File: src/rtl/pfd_pkg.sv
package pfd_pkg;

  // Overlap interval in fast-clock cycles for a given select value.
  function automatic int unsigned abl_cycles(input int unsigned base, input logic [1:0] sel);
    return base << sel;
  endfunction

  // Counter width that holds the largest overlap plus one.
  function automatic int unsigned abl_cnt_w(input int unsigned base);
    return $clog2(base * 8 + 2);
  endfunction

endpackage

File: src/rtl/pfd_edge.sv
module pfd_edge #(
  parameter int N = 2
) (
  input  logic         clk,
  input  logic         rst,
  input  logic [N-1:0] din,
  output logic [N-1:0] rise
);

  genvar g;
  generate
    for (g = 0; g < N; g++) begin : g_ch
      logic prev_q;
      always_ff @(posedge clk) begin
        if (rst) prev_q <= 1'b0;
        else     prev_q <= din[g];
      end
      assign rise[g] = din[g] & ~prev_q;
    end
  endgenerate

endmodule

File: src/rtl/pfd_core.sv
module pfd_core #(
  parameter int CW = 5
) (
  input  logic          clk,
  input  logic          rst,
  input  logic          hold,
  input  logic          ref_rise,
  input  logic          vco_rise,
  input  logic [CW-1:0] len,
  output logic          up_q,
  output logic          dn_q,
  output logic          clr
);

  logic [CW-1:0] ov_cnt;
  logic          both;

  assign both = up_q & dn_q;
  assign clr  = both & (ov_cnt == len - 1'b1);

  always_ff @(posedge clk) begin
    if (rst || hold) begin
      up_q   <= 1'b0;
      dn_q   <= 1'b0;
      ov_cnt <= '0;
    end else begin
      up_q   <= (up_q & ~clr) | ref_rise;
      dn_q   <= (dn_q & ~clr) | vco_rise;
      ov_cnt <= (both & ~clr) ? ov_cnt + 1'b1 : '0;
    end
  end

endmodule

File: src/rtl/pfd_lock.sv
module pfd_lock #(
  parameter int CW   = 5,
  parameter int RUNS = 4
) (
  input  logic          clk,
  input  logic          rst,
  input  logic          hold,
  input  logic          active,
  input  logic          clr,
  input  logic [CW-1:0] len,
  output logic          lock_q
);

  localparam int SW = $clog2(RUNS + 1);

  logic [CW-1:0] span;
  logic [SW-1:0] streak;
  logic          too_wide;
  logic          clean;

  assign too_wide = active & (span == len);
  assign clean    = clr & (span == len - 1'b1);

  always_ff @(posedge clk) begin
    if (rst || hold) begin
      span   <= '0;
      streak <= '0;
      lock_q <= 1'b0;
    end else begin
      if (!active)          span <= '0;
      else if (span != len) span <= span + 1'b1;

      if (too_wide) begin
        streak <= '0;
        lock_q <= 1'b0;
      end else if (clean) begin
        if (streak != SW'(RUNS)) streak <= streak + 1'b1;
        if (streak >= SW'(RUNS - 1)) lock_q <= 1'b1;
      end
    end
  end

endmodule

File: src/rtl/pfd_abl.sv
module pfd_abl #(
  parameter int ABL_BASE  = 2,
  parameter int LOCK_RUNS = 4
) (
  input  logic       clk,
  input  logic       rst,
  input  logic       ref_pulse,
  input  logic       vco_pulse,
  input  logic [1:0] abl_sel,
  input  logic       pol_swap,
  input  logic       standby,
  output logic       pump_up,
  output logic       pump_dn,
  output logic       lock
);

  import pfd_pkg::*;

  localparam int CW = abl_cnt_w(ABL_BASE);

  logic [1:0]    rise;
  logic [CW-1:0] len;
  logic          up_q, dn_q, clr;

  assign len = CW'(abl_cycles(ABL_BASE, abl_sel));

  pfd_edge #(.N(2)) u_edge (
    .clk  (clk),
    .rst  (rst),
    .din  ({vco_pulse, ref_pulse}),
    .rise (rise)
  );

  pfd_core #(.CW(CW)) u_core (
    .clk      (clk),
    .rst      (rst),
    .hold     (standby),
    .ref_rise (rise[0]),
    .vco_rise (rise[1]),
    .len      (len),
    .up_q     (up_q),
    .dn_q     (dn_q),
    .clr      (clr)
  );

  pfd_lock #(.CW(CW), .RUNS(LOCK_RUNS)) u_lock (
    .clk    (clk),
    .rst    (rst),
    .hold   (standby),
    .active (up_q | dn_q),
    .clr    (clr),
    .len    (len),
    .lock_q (lock)
  );

  always_ff @(posedge clk) begin
    if (rst || standby) begin
      pump_up <= 1'b0;
      pump_dn <= 1'b0;
    end else begin
      pump_up <= pol_swap ? dn_q : up_q;
      pump_dn <= pol_swap ? up_q : dn_q;
    end
  end

endmodule

File: config.mk
export PLATFORM = sky130hd
export DESIGN_NAME = pfd_abl
export DESIGN_NICKNAME = d
export VERILOG_FILES = /design/src/rtl/pfd_pkg.sv /design/src/rtl/pfd_edge.sv /design/src/rtl/pfd_core.sv /design/src/rtl/pfd_lock.sv /design/src/rtl/pfd_abl.sv
export SDC_FILE = /design/constraint.sdc
export NUM_CORES = 1
export LEC_CHECK = 0
export BUFFER_PORTS_ARGS = -buffer_cell sky130_fd_sc_hd__buf_2
export CORE_UTILIZATION = 40
export CTS_CLUSTER_DIAMETER = 150
export CTS_CLUSTER_SIZE = 25
export DETAILED_ROUTE_END_ITERATION = 10
export HOLD_SLACK_MARGIN = 0.08
export PLACE_DENSITY = 0.65
export SLEW_MARGIN = 20
export SYNTH_ARGS = -nofsm -noshare
export SYNTH_HDL_FRONTEND = slang
export SYNTH_SLANG_ARGS = --single-unit
File: constraint.sdc
create_clock -name clk -period 4.6 [get_ports clk]
set_input_delay 0.69 -clock clk [delete_from_list [all_inputs] [get_ports clk]]
set_output_delay 0.69 -clock clk [all_outputs]
set_load 0.02 [all_outputs]
==> results of run 1 <==
-- cell usage in the layout, fill, tap and decap left out, types with 2 or more instances in the layout --
cell and instances:
buf_2 10, nand2b_1 3, nor2_1 11, inv_1 10, ha_1 5, or3_1 4
dfxtp_1 20, a211oi_1 2, nor2b_1 2, nand2_1 6, a21oi_1 6, xor2_1 4
o21ai_0 6, nand3_1 4, nor3_1 2, xnor2_1 3, clkbuf_4 3, mux2i_1 4
nor3_2 2
-- area by class of cell --
type	instances	area, um^2
flip-flops and latches	20	400
fillers	276	1330
well taps	30	37.5
clock buffers	4	36.3
inverters	10	37.5
multi-input cells	84	583
repair buffers	10	50.0
-- sequential cells by signal (all words and copies together), names as in the netlist --
register / flops
u_core.ov_cnt: 5
u_edge.g_ch.prev_q: 2
u_core.up_q: 1
u_lock.streak: 3
u_lock.span: 5
u_core.dn_q: 1
pump_up: 1
pump_dn: 1
u_lock.lock_q: 1
-- cells in the mapped netlist, drive strengths merged (2+ instances only) --
cell type and instances:
clkbuf 2, nor2 11, dfxtp 20, nand2b 3, a211oi 2, nor3 4
o21ai 6, or2 2, or3 4, nor4 2, buf 2, mux2i 4
and2 2, or4 2, nand2 6, inv 10, xor2 4, ha 5
a21oi 7, nand3 4, nor2b 2, xnor2 3
-- report_power, final --
part / internal (uW) / switching [uW]
clock network: 48.3 / 52.4
registers: 175 / 1.87
logic: 8.24 / 11.6
total: 232 / 65.9
-- metal layers --
metal | wire length (um) | part of all wire, % | global-route usage [%] | up-vias
li1 | - | - | - | 439
met1 | 890 | 47 | 19.1 | 397
met2 | 917 | 48 | 28.1 | 23
met3 | 62 | 3.2 | 2.59 | 6
met4 | 42 | 2.2 | 9.21 | 0
met5 | 0 | 0 | 0 | -
-- worst max-delay path by stage --
stage / to / slack, ps
global route: u_lock.lock_q$_SDFFE_PP0P_ / 2340
CTS: u_lock.lock_q$_SDFFE_PP0P_ / 2430
global placement: u_lock.lock_q$_SDFFE_PP0P_ / 2170
detailed placement: u_lock.lock_q$_SDFFE_PP0P_ / 2110
finish: u_lock.lock_q$_SDFFE_PP0P_ / 2350
floorplan: u_lock.lock_q$_SDFFE_PP0P_ / 2260
-- cells by family (layout without fill, tap and decap cells) --
family,count (synthesis),in the layout,share of synthesized area [%]
muxes,4,4,3.83
xor gates and xnor gates,7,7,5.87
AOI/OAI and AO/OA,21,21,13.3
DFF,20,20,38.3
and+or+nand+nor,47,47,26.8
buffers and inverters,14,24,5.87
adders and majority gates,5,5,5.99
-- stage by stage --
stage | area (um^2) | instances | setup slack (ps) | hold WS [ps]
3_3_place_gp | 1110 | 154 | 2170 | 445
4_1_cts | 1140 | 158 | 2430 | 461
3_5_place_dp | 1110 | 154 | 2110 | 442
5_1_grt | 1140 | 158 | 2340 | 490
6_report | 1140 | 158 | 2350 | 456
2_1_floorplan | 1040 | 118 | 2260 | 444
-- worst max-delay path, stage by stage --
cell	delay, ps
buf_2	170
or2_1	230
a2111oi_1	520
nor3_2	190
or4_4	570
a21oi_2	130
==> results.toml, run 1 <==
[placed_design]
globalplace.congestion = 0.776
port_buffers = 10
place_hpwl_um = 1430

[clock_tree]
clockBufferDepth = 2
ctsHoldBuffers = 0
ctsResizeCount = 0
post_cts_buffers = 0
cts-htree-levels = 1
cts.sinks = 20
cts.clk_slew.worst_paths_ps = 110
clockRootBuffer = "clkbuf_4"
insertion_delay_ps = 300
cts_buffers = 3
cts_tree = "done"

[global_routing]
grt_use_total_pct = 16.4
grt_pass1_vias = 794
grt_pass1_wl_um = 3330
grt-ovfl-total = 0
grt_antenna_before_repair = 0
grt_max_degree = 13

[worst_hold_path]
min-delay-start = "u_lock.lock_q$_SDFFE_PP0P_"
hold_end = "u_lock.lock_q$_SDFFE_PP0P_"
hold_class = "reg2reg"
min_path_cells = 2

[die]
initial_utilization_pct = 42.2
ios = 11
die-area_mm2 = 0.00282
die_h_um = 53.1
std_cell_rows = 18
die_x_um = 53.1
coreArea_mm2 = 0.00248

[pwr]
vdd_drop_max_v = 0.000189
p_leak_uw = 0.000405
p_per_area_mw_per_mm2 = 260
totalPowerFinal_uw = 298

[timing]
setup-tns-final_ps = 0
rsz0062_at_grt = "false"
maxSlewHeadroom_pct = 55.2
worst_pin_slew_ps = 668
setup_viol = 0
fmax_ghz = 0.444
fin_crit_sh_pct = 49.0
hold_violations = 0
period_needed_ps = 2250
clock_skew_ps = 4.84
slew_violations = 0

[detailed_routing]
drtPass1Iterations = 4
vias = 865
ant_nets = 0
routed_wl_um = 1910
drt_iter0_drc = 18
viasPerCell = 5.47
wire_per_inst_um = 12.1
drc = 0

[finish]
utilization_pct = 46.2
diodes = 0
nNetsFinal = 142
drive_gt1_share_pct = 16.4
syn_to_final_growth_pct = 9.58

[critical_path]
cp-startpoint = "abl_sel[0]"
crit_fanout = 12
reg2regPathDepth = 5
crit_path_end_kind = "register"
critPathRequiredTime_ps = 4850
timing.rr.end = "u_lock.lock_q$_SDFFE_PP0P_"
r2r_slack_ps = 2530
crit_type = "in2reg"
arrival_ps = 2500
r2r_start = "u_core.ov_cnt[3]$_SDFF_PP0_"
cp-start-kind = "input port"

[synth]
avgSynthCellArea_um2 = 8.85
synth_top_area_share_pct = 38.3
synth_enable_flop_cells = 0
yosys-top-cells-area = "dfxtp_1, ha_1, nor2_1"
synthCells = 118
ys_seq_elements = 20
async_reset_ff_share_pct = 0
syn_area_mm2 = 0.00104
synth_top_area_cell = "dfxtp_1"
ys_seq_area_share_pct = 38.3
synth_ff_type = "dfxtp_1"
ys_types = 40
yosys_warnings = 0
syn-num-nets = 131

[status]
status = "complete, no violations"

[run]
maxCapViolations = 0
Note: power is estimated with default switching activity, not from simulation.
==> run 2: changes to the inputs <==
Clock period 4.6 ns to 2.3 ns, I/O delays scaled along.
==> run 2 against run 1 <==
  * Clock skew hardly changed
  * Combinational power up 110%
  * Critical endpoint unchanged
  * Setup slack lost 2100 ps
  * Total power is 130% higher
  * Flip-flop and latch count stayed put
  * Sequential power grew 100%
  * Cell count rose by 0.63%
==> results.toml, run 2 (synthesis results as in run 1) <==
[timing]
hold_violations = 0
slew_violations = 0
clock_skew_ps = 4.57
setup_viol = 0
fin_crit_sh_pct = 87.5
rsz0062_at_grt = "false"
setup-tns-final_ps = 0
maxSlewHeadroom_pct = 66.6
period_needed_ps = 2010
fmax_ghz = 0.497
hold_ws_ps = 227
worst_pin_slew_ps = 498

[die]
initial_utilization_pct = 42.2
die-area_mm2 = 0.00282
die_x_um = 53.1
coreArea_mm2 = 0.00248
ios = 11
die_h_um = 53.1
std_cell_rows = 18

[global_routing]
grt_use_total_pct = 16.8
grt_max_degree = 13
grt_pass1_wl_um = 3440
grt-ovfl-total = 0
grt_antenna_before_repair = 0
grt_pass1_vias = 775

[critical_path]
crit_fanout = 10
crit_path_end_kind = "register"
reg2regPathDepth = 5
crit_type = "reg2reg"
critPathRequiredTime_ps = 2540
cp-start-kind = "register"
arrival_ps = 2260

[placed_design]
port_buffers = 10
place_hpwl_um = 1580
globalplace.congestion = 0.790

[clock_tree]
ctsResizeCount = 0
cts_buffers = 3
post_cts_buffers = 0
clockRootBuffer = "clkbuf_4"
insertion_delay_ps = 300
clockBufferDepth = 2
cts.sinks = 20
cts_tree = "done"
ctsHoldBuffers = 0
cts-htree-levels = 1
cts.clk_slew.worst_paths_ps = 120

[worst_hold_path]
min_path_cells = 2
hold_class = "in2reg"

[finish]
drive_gt1_share_pct = 17.1
final_common_cell = "dfxtp_1"
nNetsFinal = 143
layout_common_cells = "dfxtp_1, nor2_1, inv_1, buf_2"
top_regs = "u_core.ov_cnt: 5 flops, u_lock.span: 5 flops, u_lock.streak: 3 flops"
diodes = 0
syn_to_final_growth_pct = 11.9

[status]
status = "complete, no violations"

[detailed_routing]
drc = 0
drtPass1Iterations = 4
drt_iter0_drc = 7
ant_nets = 0
vias = 859
wl_met3_um = 34
wl_met2_um = 996
wl_met1_um = 909
wire_per_inst_um = 12.4
routed_wl_um = 1980
viasPerCell = 5.40
top_layer_used = "met4"

[pwr]
vdd_drop_max_v = 0.000294
p_per_area_mw_per_mm2 = 583
p_leak_uw = 0.000417

[run]
maxCapViolations = 0
-- run 2: cell count changes in the layout (fill, tap and decap cells not counted), sizes merged --
| cell | before | now |
|---|---|---|
| buf | 10 | 11 |
| bufinv | 0 | 1 |
| clkbuf | 4 | 3 |
-- run 2: routing by layer --
metal  GRT usage, %  up-vias
li1               -      436
met2           27.2        6
met1           21.0      413
met4           10.1        0
met3           2.30        4
met5              0        -
-- run 2: worst max-delay path, stage by stage, from the launching register on --
cell,delay [ps]
dfxtp_1,380
or4b_4,560
nor4_2,190
nor3_2,140
or4_4,560
a21oi_2,130
-- run 2: final cells by class --
class / count / area, um^2
Clock buffer: 3 / 22.5
Clock inverter: 1 / 30.0
Fill cell: 265 / 1310
Inverter: 10 / 37.5
Multi-Input combinational cell: 84 / 583
Sequential cell: 20 / 400
Tap cell: 30 / 37.5
Timing Repair Buffer: 11 / 57.6
-- run 2: path summary, 6_finish.rpt --
check / from / endpoint / slack, ps
setup reg to reg: u_core.ov_cnt[3]$_SDFF_PP0_ / u_lock.lock_q$_SDFFE_PP0P_ / 290
hold / removal: rst / u_edge.g_ch[1].prev_q$_SDFF_PP0_ / 230
setup / recovery: u_core.ov_cnt[3]$_SDFF_PP0_ / u_lock.lock_q$_SDFFE_PP0P_ / 290
hold reg to reg: u_lock.lock_q$_SDFFE_PP0P_ / u_lock.lock_q$_SDFFE_PP0P_ / 460
-- run 2: report_power, final --
group          total [uW]  switching, uW  internal [uW]
Sequential            355           3.71            351
Clock                 285            109            176
Combinational        40.7           23.1           17.6
-- run 2: metrics by stage --
| step | cells | worst slack [ps] | utilization [%] | instance area (um^2) | power [uW] |
|---|---|---|---|---|---|
| after floorplan | 118 | 306 | - | 1040 | 390 |
| after global placement | 155 | 220 | 45.1 | 1120 | 401 |
| after detailed placement | 155 | 180 | 45.1 | 1120 | 403 |
| after CTS | 159 | 288 | 47.2 | 1170 | 686 |
| after global routing | 159 | 161 | 47.2 | 1170 | 711 |
| final | 159 | 287 | 47.2 | 1170 | 681 |
==> run 3: changes to the inputs <==
Settings changed: CORE_UTILIZATION 40 to 56, PLACE_DENSITY 0.65 to 0.83.
==> run 3 against run 2 <==
  * Global-route usage up 3.5 points
  * First-iteration DRC count up 71%
  * Worst hold slack better by 21 ps
  * Register-to-register slack better by 20 ps
  * Largest power group unchanged
  * Sequential share of layout area up 1.1 points
  * Total power down 19%
  * Combinational power about the same
  * Cell count down 3.8%
==> results.toml, run 3 (synthesis results as in run 1) <==
[finish]
final_common_cell = "dfxtp_1"
syn_to_final_growth_pct = 8.38
top_regs = "u_core.ov_cnt: 5 flops, u_lock.span: 5 flops, u_lock.streak: 3 flops"
nNetsFinal = 143
fin_area_mm2 = 0.00113
drive_gt1_share_pct = 16.4
diodes = 0
layout_common_cells = "dfxtp_1, nor2_1, inv_1, buf_2"

[clock_tree]
ctsHoldBuffers = 0
post_cts_buffers = 0
cts-htree-levels = 1
ctsResizeCount = 0
clockRootBuffer = "clkbuf_4"
cts.clk_slew.worst_paths_ps = 100
insertion_delay_ps = 290
cts.sinks = 20
cts_buffers = 3
clockBufferDepth = 2
cts_tree = "done"

[critical_path]
timing.rr.end = "u_lock.lock_q$_SDFFE_PP0P_"
arrival_ps = 2230
crit_fanout = 10
cp-start-kind = "register"
cp-startpoint = "u_core.ov_cnt[3]$_SDFF_PP0_"
reg2regPathDepth = 5
r2r_start = "u_core.ov_cnt[3]$_SDFF_PP0_"
crit_type = "reg2reg"
critPathRequiredTime_ps = 2540
r2r_slack_ps = 300
critPathCapture = "u_lock.lock_q$_SDFFE_PP0P_"
crit_path_end_kind = "register"

[die]
coreArea_mm2 = 0.00175
initial_utilization_pct = 59.9
ios = 11
std_cell_rows = 15
die-area_mm2 = 0.00204
die_x_um = 45.2
die_h_um = 45.2

[timing]
hold_violations = 0
maxSlewHeadroom_pct = 66.1
rsz0062_at_grt = "false"
period_needed_ps = 2000
slew_violations = 0
setup-tns-final_ps = 0
clock_skew_ps = 5.84
setup_viol = 0
fmax_ghz = 0.501
worst_pin_slew_ps = 506
fin_crit_sh_pct = 86.8

[pwr]
p_comb_share_pct = 7.4
p_leak_uw = 0.000403
pwr-share-clk_pct = 28.5
p_per_area_mw_per_mm2 = 488
switching_power_uw = 123
power_frac_seq_pct = 64.1
vdd_drop_max_v = 0.000464
swShare_pct = 22.3
totalPowerFinal_uw = 553
p_int_uw = 429

[detailed_routing]
wire_per_inst_um = 12.2
drc = 0
vias = 862
routed_wl_um = 1870
viasPerCell = 5.63
ant_nets = 0
drtPass1Iterations = 4
drt_iter0_drc = 12

[global_routing]
grt_max_degree = 13
grt_pass1_wl_um = 3000
grt_pass1_vias = 743
grt-ovfl-total = 0
grt_antenna_before_repair = 0
grt_use_total_pct = 20.4

[status]
status = "complete, no violations"

[run]
maxCapViolations = 0

[placed_design]
port_buffers = 10
place_hpwl_um = 1450
dpl_cell_area_mm2 = 0.00111
globalplace.congestion = 0.784

[worst_hold_path]
hold_class = "in2reg"
==> run 3: critical path, cell delays in order (launching register included) <==
cell and delay, ps:
dfxtp_1 360, or4b_4 560, nor4_2 190, nor3_2 140, or4_4 560, a21oi_2 140
==> run 3: how the worst min path moves through the flow <==
stage               depth (start not counted)                  startpoint  slack, ps                               end
floorplan                                   1                         rst        420  u_edge.g_ch[0].prev_q$_SDFF_PP0_
global placement                            2  u_lock.lock_q$_SDFFE_PP0P_        450        u_lock.lock_q$_SDFFE_PP0P_
detailed placement                          2  u_lock.lock_q$_SDFFE_PP0P_        450        u_lock.lock_q$_SDFFE_PP0P_
CTS                                         2                         rst        250  u_edge.g_ch[0].prev_q$_SDFF_PP0_
global route                                2                         rst        240  u_edge.g_ch[0].prev_q$_SDFF_PP0_
finish                                      2                         rst        250  u_edge.g_ch[1].prev_q$_SDFF_PP0_
==> run 3: through the flow <==
step / hold slack, ps / instances / setup WS, ps / util [%]
floorplan: 417 / 118 / 306 / -
global placement: 446 / 150 / 222 / 63.6
detailed placement: 455 / 150 / 163 / 63.6
CTS: 248 / 153 / 297 / 64.9
global route: 236 / 153 / 204 / 64.9
finish: 248 / 153 / 304 / 64.9
==> run 3: layer usage <==
layer | vias up | GRT usage, % | routed length [um]
met4 | 0 | 10.3 | 31
met1 | 404 | 25.2 | 847
met2 | 17 | 33.3 | 926
li1 | 436 | - | -
met3 | 5 | 4.00 | 60
met5 | - | 0 | 0
==> run 3: cell type report <==
class | instances | area (um^2)
sequential | 20 | 400
timing repair buffer | 11 | 57.6
multi-input combinational | 84 | 583
inverter | 10 | 37.5
clock buffer | 3 | 22.5
tap | 25 | 31.3
fill | 150 | 613
==> run 3: power by group through the flow <==
stage | combinational (uW) | clock, uW | sequential (uW)
global placement | 38.4 | 0 | 362
CTS | 40.7 | 160 | 354
finish | 40.7 | 158 | 354
floorplan | 27.7 | 0 | 362
detailed placement | 40.5 | 0 | 362
global route | 44.9 | 175 | 355
